<file path="src/rtl/cart_pkg.sv">
package cart_pkg;
   localparam logic [7:0] PG_BANK_LO = 8'h50;
   localparam logic [7:0] PG_BANK_HI = 8'h51;
   localparam logic [7:0] PG_SERIAL  = 8'h52;
   localparam logic [7:0] PG_MIRROR  = 8'h53;
   localparam logic [7:0] PG_SER_IN  = 8'h55;

   typedef struct packed {
      logic       bitmap_en;
      logic       fix_sel;
      logic       bank_top;
      logic       wide_mode;
      logic [3:0] bank_lo;
   } bank_lo_t;
endpackage

</file>
<file path="src/rtl/cart_regs.sv">
module cart_regs
   import cart_pkg::*;
#(
   parameter int HI_W = 2
) (
   input  logic            clk,
   input  logic            rst_n,
   input  logic [15:0]     addr,
   input  logic [7:0]      wdata,
   input  logic            we,
   output bank_lo_t        lo_q,
   output logic [HI_W-1:0] hi_q,
   output logic [3:0]      ser_q,
   output logic            mirror_v_q
);
   logic [7:0] page;
   assign page = addr[15:8];

   always_ff @(posedge clk or negedge rst_n) begin
      if (!rst_n) begin
         lo_q       <= '0;
         hi_q       <= '0;
         ser_q      <= '0;
         mirror_v_q <= 1'b0;
      end else if (we) begin
         case (page)
            PG_BANK_LO: lo_q       <= bank_lo_t'(wdata);
            PG_BANK_HI: hi_q       <= wdata[HI_W-1:0];
            PG_SERIAL:  ser_q      <= {wdata[6], wdata[4], wdata[2], wdata[0]};
            PG_MIRROR:  mirror_v_q <= wdata[7];
            default: ;
         endcase
      end
   end

   AST_FOREIGN_PAGE_NO_EFFECT: assert property (@(posedge clk) disable iff (!rst_n)
      (we && page != PG_BANK_LO && page != PG_BANK_HI && page != PG_SERIAL && page != PG_MIRROR)
      |=> ($stable(lo_q) && $stable(hi_q) && $stable(ser_q) && $stable(mirror_v_q)));

   AST_SERIAL_LOAD: assert property (@(posedge clk) disable iff (!rst_n)
      (we && page == PG_SERIAL) |=> (ser_q[2] == $past(wdata[4]) && ser_q[0] == $past(wdata[0])));
endmodule

</file>
<file path="src/rtl/cart_prg_map.sv">
module cart_prg_map
   import cart_pkg::*;
#(
   parameter int HI_W = 2,
   localparam int OUT_W = HI_W + 5
) (
   input  logic             clk,
   input  logic             rst_n,
   input  logic             cpu_a14,
   input  bank_lo_t         lo,
   input  logic [HI_W-1:0]  hi,
   output logic [OUT_W-1:0] prg_hi
);
   logic [4:0] low5;

   always_comb begin
      if (lo.wide_mode)
         low5 = {lo.bank_lo, cpu_a14};
      else if (!cpu_a14)
         low5 = {lo.bank_top, lo.bank_lo};
      else if (lo.fix_sel)
         low5 = {3'b111, lo.bank_lo[0], 1'b0};
      else
         low5 = 5'b11111;
   end

   assign prg_hi = {hi, low5};

   AST_WIDE_A14_PASS: assert property (@(posedge clk) disable iff (!rst_n)
      lo.wide_mode |-> (prg_hi[0] == cpu_a14));

   AST_FIXED_TOP: assert property (@(posedge clk) disable iff (!rst_n)
      (!lo.wide_mode && cpu_a14) |-> (prg_hi[4:2] == 3'b111 && prg_hi[0] == !lo.fix_sel));
endmodule

</file>
<file path="src/rtl/cart_chr_map.sv">
module cart_chr_map (
   input  logic        clk,
   input  logic        rst_n,
   input  logic        bitmap_en,
   input  logic        vertical,
   input  logic [13:0] ppu_addr,
   output logic [12:0] chr_addr,
   output logic        nt_sel
);
   logic a13_q, cap_a0, cap_a9;
   logic rise;
   assign rise = ppu_addr[13] && !a13_q;

   always_ff @(posedge clk or negedge rst_n) begin
      if (!rst_n) begin
         a13_q  <= 1'b0;
         cap_a0 <= 1'b0;
         cap_a9 <= 1'b0;
      end else begin
         a13_q <= ppu_addr[13];
         if (rise) begin
            cap_a0 <= ppu_addr[0];
            cap_a9 <= ppu_addr[9];
         end
      end
   end

   always_comb begin
      chr_addr = ppu_addr[12:0];
      if (bitmap_en && !ppu_addr[13]) begin
         chr_addr[3]  = cap_a0;
         chr_addr[12] = cap_a9;
      end
   end

   assign nt_sel = vertical ? ppu_addr[10] : ppu_addr[11];

   AST_CHR_PASSTHRU: assert property (@(posedge clk) disable iff (!rst_n)
      !bitmap_en |-> (chr_addr == ppu_addr[12:0]));

   AST_CAPTURE_HOLD: assert property (@(posedge clk) disable iff (!rst_n)
      (ppu_addr[13] && a13_q) |=> $stable(cap_a0) && $stable(cap_a9));
endmodule

</file>
<file path="src/rtl/cart_bank_ctrl.sv">
module cart_bank_ctrl
   import cart_pkg::*;
#(
   parameter int PRG_HI_W = 2,
   parameter int RAM_AW   = 11,
   localparam int PRG_W   = PRG_HI_W + 5,
   localparam int RAM_OW  = (RAM_AW > 0) ? RAM_AW : 1
) (
   input  logic              clk,
   input  logic              rst_n,
   input  logic [15:0]       cpu_addr,
   input  logic [7:0]        cpu_wdata,
   input  logic              cpu_we,
   input  logic              cpu_re,
   output logic [7:0]        cpu_rdata,
   output logic              cpu_rdata_oe,
   output logic [PRG_W-1:0]  prg_addr_hi,
   output logic              prg_ram_cs,
   output logic [RAM_OW-1:0] prg_ram_addr,
   input  logic [13:0]       ppu_addr,
   output logic [12:0]       chr_addr,
   output logic              nt_sel,
   input  logic              mw_di,
   output logic              mw_do,
   output logic              mw_clk,
   output logic              mw_cs1,
   output logic              mw_cs2
);
   if (PRG_HI_W < 1 || PRG_HI_W > 6) begin : g_bad_hi
      $error("PRG_HI_W out of range");
   end
   if (RAM_AW < 0 || RAM_AW > 13) begin : g_bad_ram
      $error("RAM_AW out of range");
   end

   bank_lo_t            lo_q;
   logic [PRG_HI_W-1:0] hi_q;
   logic [3:0]          ser_q;
   logic                mirror_v_q;
   logic                vertical;

   cart_regs #(.HI_W(PRG_HI_W)) u_regs (
      .clk(clk), .rst_n(rst_n), .addr(cpu_addr), .wdata(cpu_wdata), .we(cpu_we),
      .lo_q(lo_q), .hi_q(hi_q), .ser_q(ser_q), .mirror_v_q(mirror_v_q)
   );

   cart_prg_map #(.HI_W(PRG_HI_W)) u_prg (
      .clk(clk), .rst_n(rst_n), .cpu_a14(cpu_addr[14]), .lo(lo_q), .hi(hi_q),
      .prg_hi(prg_addr_hi)
   );

   assign vertical = !lo_q.wide_mode || mirror_v_q;

   cart_chr_map u_chr (
      .clk(clk), .rst_n(rst_n), .bitmap_en(lo_q.bitmap_en), .vertical(vertical),
      .ppu_addr(ppu_addr), .chr_addr(chr_addr), .nt_sel(nt_sel)
   );

   assign {mw_cs2, mw_cs1, mw_clk, mw_do} = ser_q;

   if (RAM_AW > 0) begin : g_ram
      assign prg_ram_cs   = (cpu_addr[15:13] == 3'b011);
      assign prg_ram_addr = cpu_addr[RAM_OW-1:0];
   end else begin : g_no_ram
      assign prg_ram_cs   = 1'b0;
      assign prg_ram_addr = '0;
   end

   assign cpu_rdata_oe = cpu_re && (cpu_addr[15:8] == PG_SER_IN);
   assign cpu_rdata    = cpu_rdata_oe ? {5'b0, ~mw_di, 2'b0} : 8'h00;

   AST_READ_QUIET: assert property (@(posedge clk) disable iff (!rst_n)
      !cpu_re |-> (!cpu_rdata_oe && cpu_rdata == 8'h00));

   AST_HIGH_BANK_BITS: assert property (@(posedge clk) disable iff (!rst_n)
      prg_addr_hi[PRG_W-1:5] == hi_q);

   AST_RAM_WINDOW: assert property (@(posedge clk) disable iff (!rst_n)
      prg_ram_cs |-> (cpu_addr >= 16'h6000 && cpu_addr <= 16'h7FFF));
endmodule

</file>
<file path="config.mk">
export PLATFORM = sky130hd
export DESIGN_NAME = cart_bank_ctrl
export DESIGN_NICKNAME = d
export VERILOG_FILES = /design/src/rtl/cart_pkg.sv /design/src/rtl/cart_regs.sv /design/src/rtl/cart_prg_map.sv /design/src/rtl/cart_chr_map.sv /design/src/rtl/cart_bank_ctrl.sv
export SDC_FILE = /design/constraint.sdc
export NUM_CORES = 1
export LEC_CHECK = 0
export ABC_AREA = 1
export CORE_ASPECT_RATIO = 1.2
export CORE_MARGIN = 3
export CORE_UTILIZATION = 62
export DETAILED_ROUTE_END_ITERATION = 8
export DONT_BUFFER_PORTS = 1
export GPL_TIMING_DRIVEN = 0
export PLACE_DENSITY = 0.89
export SETUP_SLACK_MARGIN = 0.15
export SYNTH_ARGS = -nofsm -noshare
export SYNTH_HDL_FRONTEND = slang
export SYNTH_HIERARCHICAL = 1
export SYNTH_SLANG_ARGS = --single-unit
</file>
<file path="constraint.sdc">
create_clock -name clk -period 1.2 [get_ports clk]
set_clock_uncertainty 0.1 [all_clocks]
set_input_delay 0.36 -clock clk [delete_from_list [all_inputs] [get_ports clk]]
set_output_delay 0.36 -clock clk [all_outputs]
set_load 0.01 [all_outputs]
</file>
==> results of run 1 <==
[repair_timing]
| action | in CTS | in global routing |
|---|---|---|
| endpoints found under the hold margin | 19 | 0 |
| hold buffers | 2 | 0 |
| resized for setup | 15 | 7 |
| endpoints found under the setup margin | 16 | 34 |
| setup buffers | 2 | 0 |
| pin swaps | 5 | 1 |
[stage by stage]
| stage | TNS [ns] | setup slack [ns] |
|---|---|---|
| floorplan | -0.007507 | -0.007507 |
| global placement | -0.06776 | -0.03154 |
| detailed placement | -0.1736 | -0.06421 |
| CTS | -2.771 | -0.3890 |
| global route | -3.327 | -0.4448 |
| finish | -2.664 | -0.3825 |
[state kept, by name, summed over array words and instances, names as in the netlist]
| name | cells |
|---|---|
| u_chr/a13_q | 1 |
| u_chr/cap_a0 | 1 |
| u_chr/cap_a9 | 1 |
| u_regs/hi_q | 2 |
| u_regs/lo_q | 8 |
| u_regs/mirror_v_q | 1 |
| u_regs/ser_q | 4 |
[metal layers]
metal	vias up	part of all wire	track usage	wire, um
met2	70	0.54	0.3648	1506
li1	546	-	-	-
met4	0	0	0.03462	0
met3	0	0.10	0.07051	293
met5	-	0	0	0
met1	494	0.36	0.2386	994
[layout make-up]
class	instances	share of cell area
flip-flops and latches	18	0.2947
repair buffers	4	0.02449
clock buffers	4	0.02367
plain buffers	32	0.1641
well taps	19	0.01551
inverters	22	0.07265
multi-input cells	115	0.4049
[synthesized netlist by cell type, drive strengths merged]
| cell | number |
|---|---|
| buf | 32 |
| inv | 22 |
| dfrtp | 18 |
| a22oi | 1 |
| a21oi | 1 |
| conb | 1 |
| nor2 | 17 |
| o21ai | 5 |
| nand2 | 60 |
| nand3 | 24 |
[power breakdown]
group / switching, mW / total [mW] / internal [mW]
clock network: 0.174 / 0.359 / 0.185
registers: 0.0287 / 0.669 / 0.640
logic: 0.166 / 0.305 / 0.139
total: 0.368 / 1.33 / 0.965
[worst max path at each step]
stage | from | end | cells after the start
2_1_floorplan | u_regs/lo_q[4]$_DFFE_PN0P_ | prg_addr_hi[0] | 3
3_3_place_gp | u_regs/lo_q[4]$_DFFE_PN0P_ | prg_addr_hi[0] | 3
3_5_place_dp | u_regs/lo_q[4]$_DFFE_PN0P_ | prg_addr_hi[0] | 3
4_1_cts | u_regs/lo_q[4]$_DFFE_PN0P_ | prg_addr_hi[0] | 3
5_1_grt | u_regs/lo_q[4]$_DFFE_PN0P_ | prg_addr_hi[0] | 3
6_report | u_regs/lo_q[4]$_DFFE_PN0P_ | prg_addr_hi[0] | 3
[cell families (layout without fill, tap and decap cells)]
group,Yosys count,count (layout),synth area share
other,1,7,0.002874
flip-flops,18,18,0.3452
AND/OR/NAND/NOR,101,101,0.3701
AO/OA/AOI/OAI,7,7,0.03164
buffers and inverters,54,62,0.2502
[critical path, stage by stage, from the launching register on]
cell     delay, ns
dfrtp_2       0.47
nor2_4        0.15
inv_2         0.05
o21ai_2       0.16
==> flow_metrics.py, run 1 <==
metrics = {
    "outcome": {
        "status": "finished with violations",
        "violations": "setup timing",
    },
    "clocking": {
        "numCtsBuffers": 3,
        "clkSinkCount": 18,
        "path_clk_slew_ns": 0.09,
        "cts_tree": "built",
        "cts_buffer_depth": 2,
        "cts-root-buf": "clkbuf_4",
        "htree_levels": 1,
        "clock_latency_ns": 0.29,
    },
    "timing": {
        "hold_violations": 0,
        "fmaxAchievable_mhz": 631.9,
        "fin_crit_sh": 1.319,
        "slew_violations": 0,
        "timing.slew.headroom": 0.4883,
        "setup_ws_ns": -0.3825,
        "rsz0062_at_grt": "true",
        "finalCriticalPeriod_ns": 1.583,
        "worst_pin_slew_ns": 0.7676,
        "setup_viol_count_final": 10,
        "whs_ns": 0.09973,
    },
    "drt": {
        "vias": 1110,
        "wl_per_cell_um": 13.06,
        "drc": 0,
        "antenna_left": 0,
        "drt-pass1-iter-count": 6,
        "route.final.wire_length_mm": 2.795,
        "drt_iter0_drc": 59,
        "via_per_inst": 5.187,
    },
    "finish": {
        "register_area_sq_um": 451.7,
        "final_common_cell": "nand2_1",
        "fin_nets": 239,
        "stdcell_area_sq_um": 1533,
        "final_layout_size_suffix_gt1_frac": 0.4205,
        "fill_cells": 132,
        "finalNonFillerCells": 214,
        "final_cell_mix": "46 x nand2_1, 31 x buf_4, 22 x nand3_1, 17 x dfrtp_1",
        "final_util": 0.8007,
        "num_antenna_cells": 0,
        "syn_to_final_growth_pct": 17.45,
        "multi_input_area_sq_um": 620.6,
    },
    "global_routing": {
        "grt_pass1_wl_mm": 4.215,
        "grt_pass1_vias": 990,
        "antenna_found_initial": 0,
        "grtUsageTotal": 0.2089,
        "grt_start_max_net_pins": 19,
        "gr-total-overflow": 0,
    },
    "worst_hold_path": {
        "hp-class": "input pin to asynchronous set/reset pin",
    },
    "yosys": {
        "yosysWarningCount": 6,
        "postSynthAreaPerCell_sq_um": 7.210,
        "yosysTopAreaCell": "dfrtp_1",
        "netlist_instances": 181,
        "ys_seq_area_frac": 0.3452,
        "yosys-top-cells-area": "dfrtp_1 35%, buf_4 18%, nand2_1 16%",
        "synth.top_cell.area_share": 0.3452,
        "synth.distinct_cells": 18,
        "synth-seq-cells": 18,
        "syn_area_sq_um": 1305,
    },
    "pwr": {
        "max-vdd-ir-drop_mv": 0.8835,
        "power_density_nw_per_um2": 869.5,
        "p_total_mw": 1.333,
        "power.leakage_nw": 0.8662,
    },
    "worst_setup_path": {
        "critical_path_class": "flip-flop to output pin",
        "rr_endpoint": "u_chr/cap_a9$_DFFE_PN0P_",
        "ff2ff_path_depth": 4,
        "crit_fanout": 6,
        "rrSetupSlack_ns": 0.33,
        "cp.required_ns": 0.74,
        "start_kind": "flip-flop",
        "rr_startpoint": "u_chr/a13_q$_DFF_PN0_",
        "end_kind": "output pin",
        "crit_arrival_ns": 1.12,
    },
    "die": {
        "ios": 89,
        "dieWidth_um": 47.88,
        "initial_utilization": 0.6817,
        "die-area_sq_um": 2693,
        "rows": 17,
        "fp.dieH_um": 56.26,
        "core_sq_um": 1914,
    },
    "job": {
        "maxCapViolCount": 0,
    },
    "placed_design": {
        "place_hpwl_mm": 2.319,
        "dpl_cell_area_sq_um": 1390,
        "gp_congestion": 0.8315,
        "io_buffer_count": 0,
        "placedCellCount": 206,
    },
}
No activity file was read; power rests on OpenSTA's default activity.
==> inputs of run 2 (changes only) <==
- CORE_ASPECT_RATIO: 1.2 -> unset
==> flow_metrics.py, run 2 (synthesis gave the netlist of run 1 again) <==
metrics = {
    "finish": {
        "syn_to_final_growth_pct": 21.19,
        "register_area_sq_um": 451.7,
        "fill_cells": 115,
        "top_register": "u_regs/lo_q",
        "final_layout_size_suffix_gt1_frac": 0.4286,
        "multi_input_area_sq_um": 660.6,
        "num_antenna_cells": 0,
        "final_common_cell": "nand2_1",
        "final_cell_mix": "44 x nand2_1, 32 x buf_4, 22 x nand3_1, 17 x dfrtp_1, 14 x nand2_2",
        "top_regs": "u_regs/lo_q x8, u_regs/ser_q x4, u_regs/hi_q x2",
        "final_util": 0.8512,
        "finalNonFillerCells": 221,
        "fin_nets": 240,
        "largest_reg_flops": 8,
    },
    "pwr": {
        "p_total_mw": 1.360,
        "power.leakage_nw": 0.8701,
        "max-vdd-ir-drop_mv": 0.6671,
        "power_density_nw_per_um2": 860.2,
    },
    "die": {
        "core_sq_um": 1858,
        "die-area_sq_um": 2692,
        "dieWidth_um": 51.88,
        "fp.dieH_um": 51.88,
        "rows": 15,
        "ios": 89,
        "initial_utilization": 0.7024,
    },
    "global_routing": {
        "grtUsageTotal": 0.2167,
        "grt_start_max_net_pins": 19,
        "grtUsageMet1": 0.2426,
        "met2_usage": 0.3933,
        "grt_pass1_vias": 1016,
        "met3_usage": 0.07450,
        "grt_pass1_wl_mm": 4.347,
        "gr-max-usage-layer": "met2",
        "gr-total-overflow": 0,
        "antenna_found_initial": 0,
    },
    "clocking": {
        "path_clk_slew_ns": 0.09,
        "htree_levels": 1,
        "cts_buffer_depth": 2,
        "numCtsBuffers": 3,
        "cts_tree": "built",
        "clock_latency_ns": 0.30,
        "clkSinkCount": 18,
        "cts-root-buf": "clkbuf_4",
    },
    "timing": {
        "setup_ws_ns": -0.4278,
        "hold_violations": 0,
        "whs_ns": 0.08515,
        "fmaxAchievable_mhz": 614.3,
        "finalCriticalPeriod_ns": 1.628,
        "fin_crit_sh": 1.357,
        "rsz0062_at_grt": "true",
        "worst_pin_slew_ns": 0.7467,
        "slew_violations": 0,
        "timing.slew.headroom": 0.5022,
        "setup_viol_count_final": 11,
    },
    "worst_setup_path": {
        "crit_buf_inv": 1,
        "rrSetupSlack_ns": 0.34,
        "cp.required_ns": 0.74,
        "crit_arrival_ns": 1.17,
        "critical_path.top_delay_family": "flip-flops",
        "critical_path_class": "flip-flop to output pin",
        "start_kind": "flip-flop",
        "crit_fanout": 6,
        "critPathSlowestCell": "dfrtp_2",
        "end_kind": "output pin",
        "path_cells": "buf_4 -> nand2_4 -> nand2_2 -> o21ai_4",
        "max_stage_delay_ns": 0.48,
    },
    "outcome": {
        "violations": "setup timing",
        "status": "finished with violations",
    },
    "drt": {
        "drt_iter0_drc": 21,
        "vias": 1118,
        "drt-pass1-iter-count": 4,
        "route.final.wire_length_mm": 2.996,
        "drc": 0,
        "wl_per_cell_um": 13.56,
        "via_per_inst": 5.059,
        "antenna_left": 0,
    },
    "placed_design": {
        "io_buffer_count": 0,
        "placedCellCount": 212,
        "place_hpwl_mm": 2.323,
        "gp_congestion": 0.8503,
    },
    "job": {
        "maxCapViolCount": 0,
    },
    "worst_hold_path": {
        "hp-class": "input pin to asynchronous set/reset pin",
    },
}
-- run 2: changes by cell type in the layout (fill, tap and decap cells not counted), moves of 2 or more --
cell / before / now
nand2_1: 46 / 44
nand2_2: 12 / 14
o21ai_4: 0 / 2
inv_2: 8 / 6
o21ai_2: 4 / 2
-- run 2: worst paths after layout --
path | cells past startpoint | startpoint | to
setup / recovery | 4 | u_regs/lo_q[4]$_DFFE_PN0P_ | nt_sel
hold / removal | 1 | rst_n | u_regs/ser_q[2]$_DFFE_PN0P_
setup reg to reg | 3 | u_regs/lo_q[7]$_DFFE_PN0P_ | u_regs/lo_q[7]$_DFFE_PN0P_
hold reg to reg | 2 | u_chr/cap_a9$_DFFE_PN0P_ | u_chr/cap_a9$_DFFE_PN0P_
max in group asynchronous | 1 | rst_n | u_regs/lo_q[4]$_DFFE_PN0P_
min in group clk | 2 | cpu_wdata[4] | u_regs/lo_q[4]$_DFFE_PN0P_
-- run 2: repair_timing --
| item | in CTS | in global routing |
|---|---|---|
| hold endpoints to repair | 19 | 0 |
| buffers inserted | 2 | 1 |
| hold buffers | 2 | 0 |
| pin swaps | 3 | 8 |
| gates resized for setup | 12 | 18 |
| endpoints found under the setup margin | 16 | 35 |
-- run 2: cell type report --
| type | instances | area share |
|---|---|---|
| repair buffers | 5 | 0.02848 |
| inverters | 22 | 0.06646 |
| well taps | 25 | 0.01978 |
| flip-flops and latches | 18 | 0.2856 |
| plain buffers | 32 | 0.1590 |
| multi-input cells | 115 | 0.4177 |
| clock buffers | 4 | 0.02294 |
-- run 2: stage by stage --
stage / setup TNS, ns / setup WS (ns) / area [sq um]
after global routing: -3.482 / -0.4705 / 1582
final: -2.872 / -0.4278 / 1582
after global placement: -0.08959 / -0.03269 / 1398
after floorplan: -0.007507 / -0.007507 / 1366
after CTS: -2.744 / -0.3806 / 1506
after detailed placement: -0.2372 / -0.06343 / 1398
-- run 2: power breakdown --
group          switching, mW  total (mW)  internal [mW]  leakage [nW]
Sequential            0.0294       0.670          0.640         0.242
Clock                  0.180       0.365          0.185        0.0210
Combinational          0.179       0.325          0.146         0.607
-- run 2: metal layers --
layer / part of all wire / up-vias
met3: 0.11 / 4
met1: 0.36 / 507
met5: 0 / -
met2: 0.52 / 61
met4: 0.0083 / 0
li1: - / 546
==> inputs of run 3 (changes only) <==
- TNS_END_PERCENT: unset -> 5
==> flow_metrics.py, run 3 (synthesis gave the netlist of run 1 again) <==
metrics = {
    "drt": {
        "vias": 1133,
        "route.final.wire_length_mm": 2.929,
        "drt_iter0_drc": 28,
        "antenna_left": 0,
        "wl_per_cell_um": 13.44,
        "via_per_inst": 5.197,
        "drc": 0,
        "drt-pass1-iter-count": 4,
    },
    "timing": {
        "fin_crit_sh": 1.322,
        "rsz0062_at_grt": "true",
        "setup_viol_count_final": 11,
        "fmaxAchievable_mhz": 630.4,
        "slew_violations": 0,
        "worst_pin_slew_ns": 0.7485,
        "finalCriticalPeriod_ns": 1.586,
        "setup_ws_ns": -0.3862,
        "whs_ns": 0.09354,
        "timing.slew.headroom": 0.5010,
        "hold_violations": 0,
        "setup_tns_ns": -2.654,
    },
    "clocking": {
        "cts_tree": "built",
        "path_clk_slew_ns": 0.10,
        "numCtsBuffers": 3,
        "cts-root-buf": "clkbuf_4",
        "clock_latency_ns": 0.28,
        "htree_levels": 1,
        "clkSinkCount": 18,
        "cts_buffer_depth": 2,
    },
    "die": {
        "die-area_sq_um": 2692,
        "core_sq_um": 1858,
        "ios": 89,
        "rows": 15,
        "initial_utilization": 0.7024,
        "dieWidth_um": 51.88,
        "fp.dieH_um": 51.88,
    },
    "outcome": {
        "violations": "setup timing",
        "status": "finished with violations",
    },
    "placed_design": {
        "placedCellCount": 212,
        "place_hpwl_mm": 2.292,
        "gp_congestion": 0.8633,
        "dpl_cell_area_sq_um": 1359,
        "pre_cts_slack_ns": -0.08904,
        "io_buffer_count": 0,
    },
    "pwr": {
        "p_total_mw": 1.324,
        "max-vdd-ir-drop_mv": 0.8850,
        "power_density_nw_per_um2": 905.1,
        "power.leakage_nw": 0.8401,
    },
    "finish": {
        "num_antenna_cells": 0,
        "final_util": 0.7872,
        "final_layout_size_suffix_gt1_frac": 0.3575,
        "fin_nets": 237,
        "top_register": "u_regs/lo_q",
        "largest_reg_flops": 8,
        "register_area_sq_um": 451.7,
        "fill_cells": 136,
        "final_common_cell": "nand2_1",
        "stdcell_area_sq_um": 1463,
        "finalNonFillerCells": 218,
        "final_cell_mix": "51 x nand2_1, 29 x buf_4, 22 x nand3_1, 17 x dfrtp_1, 15 x inv_1",
        "multi_input_area_sq_um": 586.8,
        "syn_to_final_growth_pct": 12.08,
        "top_regs": "u_regs/lo_q x8, u_regs/ser_q x4, u_regs/hi_q x2",
    },
    "global_routing": {
        "gr-total-overflow": 0,
        "grt_pass1_vias": 1056,
        "grtUsageTotal": 0.2194,
        "grt_pass1_wl_mm": 4.429,
        "grt_start_max_net_pins": 19,
        "antenna_found_initial": 0,
    },
    "worst_setup_path": {
        "max_stage_delay_ns": 0.48,
        "start_kind": "flip-flop",
        "crit_buf_inv": 1,
        "cp.required_ns": 0.74,
        "critPathSlowestCell": "dfrtp_2",
        "critical_path_class": "flip-flop to output pin",
        "path_cells": "nor2_4 -> inv_2 -> o21ai_4",
        "critical_path.top_delay_family": "flip-flops",
        "crit_fanout": 6,
        "crit_arrival_ns": 1.13,
        "end_kind": "output pin",
    },
    "job": {
        "maxCapViolCount": 0,
    },
    "worst_hold_path": {
        "hp-class": "input pin to asynchronous set/reset pin",
    },
}
[run 3: cell types whose count changed in the layout (fill, tap and decap cells not counted), sizes merged]
cell / previous run / this run
buf: 35 / 32
clkinv: 1 / 0
inv: 21 / 22
[run 3: power breakdown]
group	switching (mW)	total (mW)	internal (mW)	leakage, nW
registers	0.0286	0.669	0.640	0.242
clock network	0.179	0.364	0.185	0.0210
logic	0.164	0.291	0.127	0.577
total	0.372	1.32	0.952	0.840
[run 3: area by class of cell]
class / count / share of cell area
multi-input cells: 115 / 0.4012
clock buffers: 4 / 0.02481
well taps: 25 / 0.02139
repair buffers: 2 / 0.01540
plain buffers: 32 / 0.1719
inverters: 22 / 0.05646
flip-flops and latches: 18 / 0.3088
[run 3: timing repair]
| action | in CTS | in global routing |
|---|---|---|
| endpoints found under the hold margin | 19 | 0 |
| cloned | 0 | 0 |
| pin swaps | 2 | 0 |
| endpoints found under the setup margin | 16 | 35 |
| gates resized for setup | 9 | 9 |
| hold buffers | 2 | 0 |
| setup buffers | 0 | 0 |
[run 3: routing by layer]
layer / wire (um) / up-vias / track usage
met5: 0 / - / 0
met4: 21 / 0 / 0.06114
met3: 346 / 4 / 0.05158
met2: 1562 / 81 / 0.3808
met1: 998 / 506 / 0.2695
li1: - / 542 / -
[run 3: final timing paths]
check / to / slack, ns / depth (start not counted) / startpoint
worst min-delay path: u_regs/ser_q[0]$_DFFE_PN0P_ / 0.09 / 1 / rst_n
worst max register to register: u_chr/cap_a9$_DFFE_PN0P_ / 0.36 / 4 / u_chr/a13_q$_DFF_PN0_
max in group asynchronous: u_regs/lo_q[4]$_DFFE_PN0P_ / 0.40 / 1 / rst_n
worst min register to register: u_chr/cap_a0$_DFFE_PN0P_ / 0.39 / 2 / u_chr/cap_a0$_DFFE_PN0P_
min in group clk: u_regs/lo_q[4]$_DFFE_PN0P_ / 0.10 / 2 / cpu_wdata[4]
worst max-delay path: prg_addr_hi[0] / -0.39 / 3 / u_regs/lo_q[4]$_DFFE_PN0P_
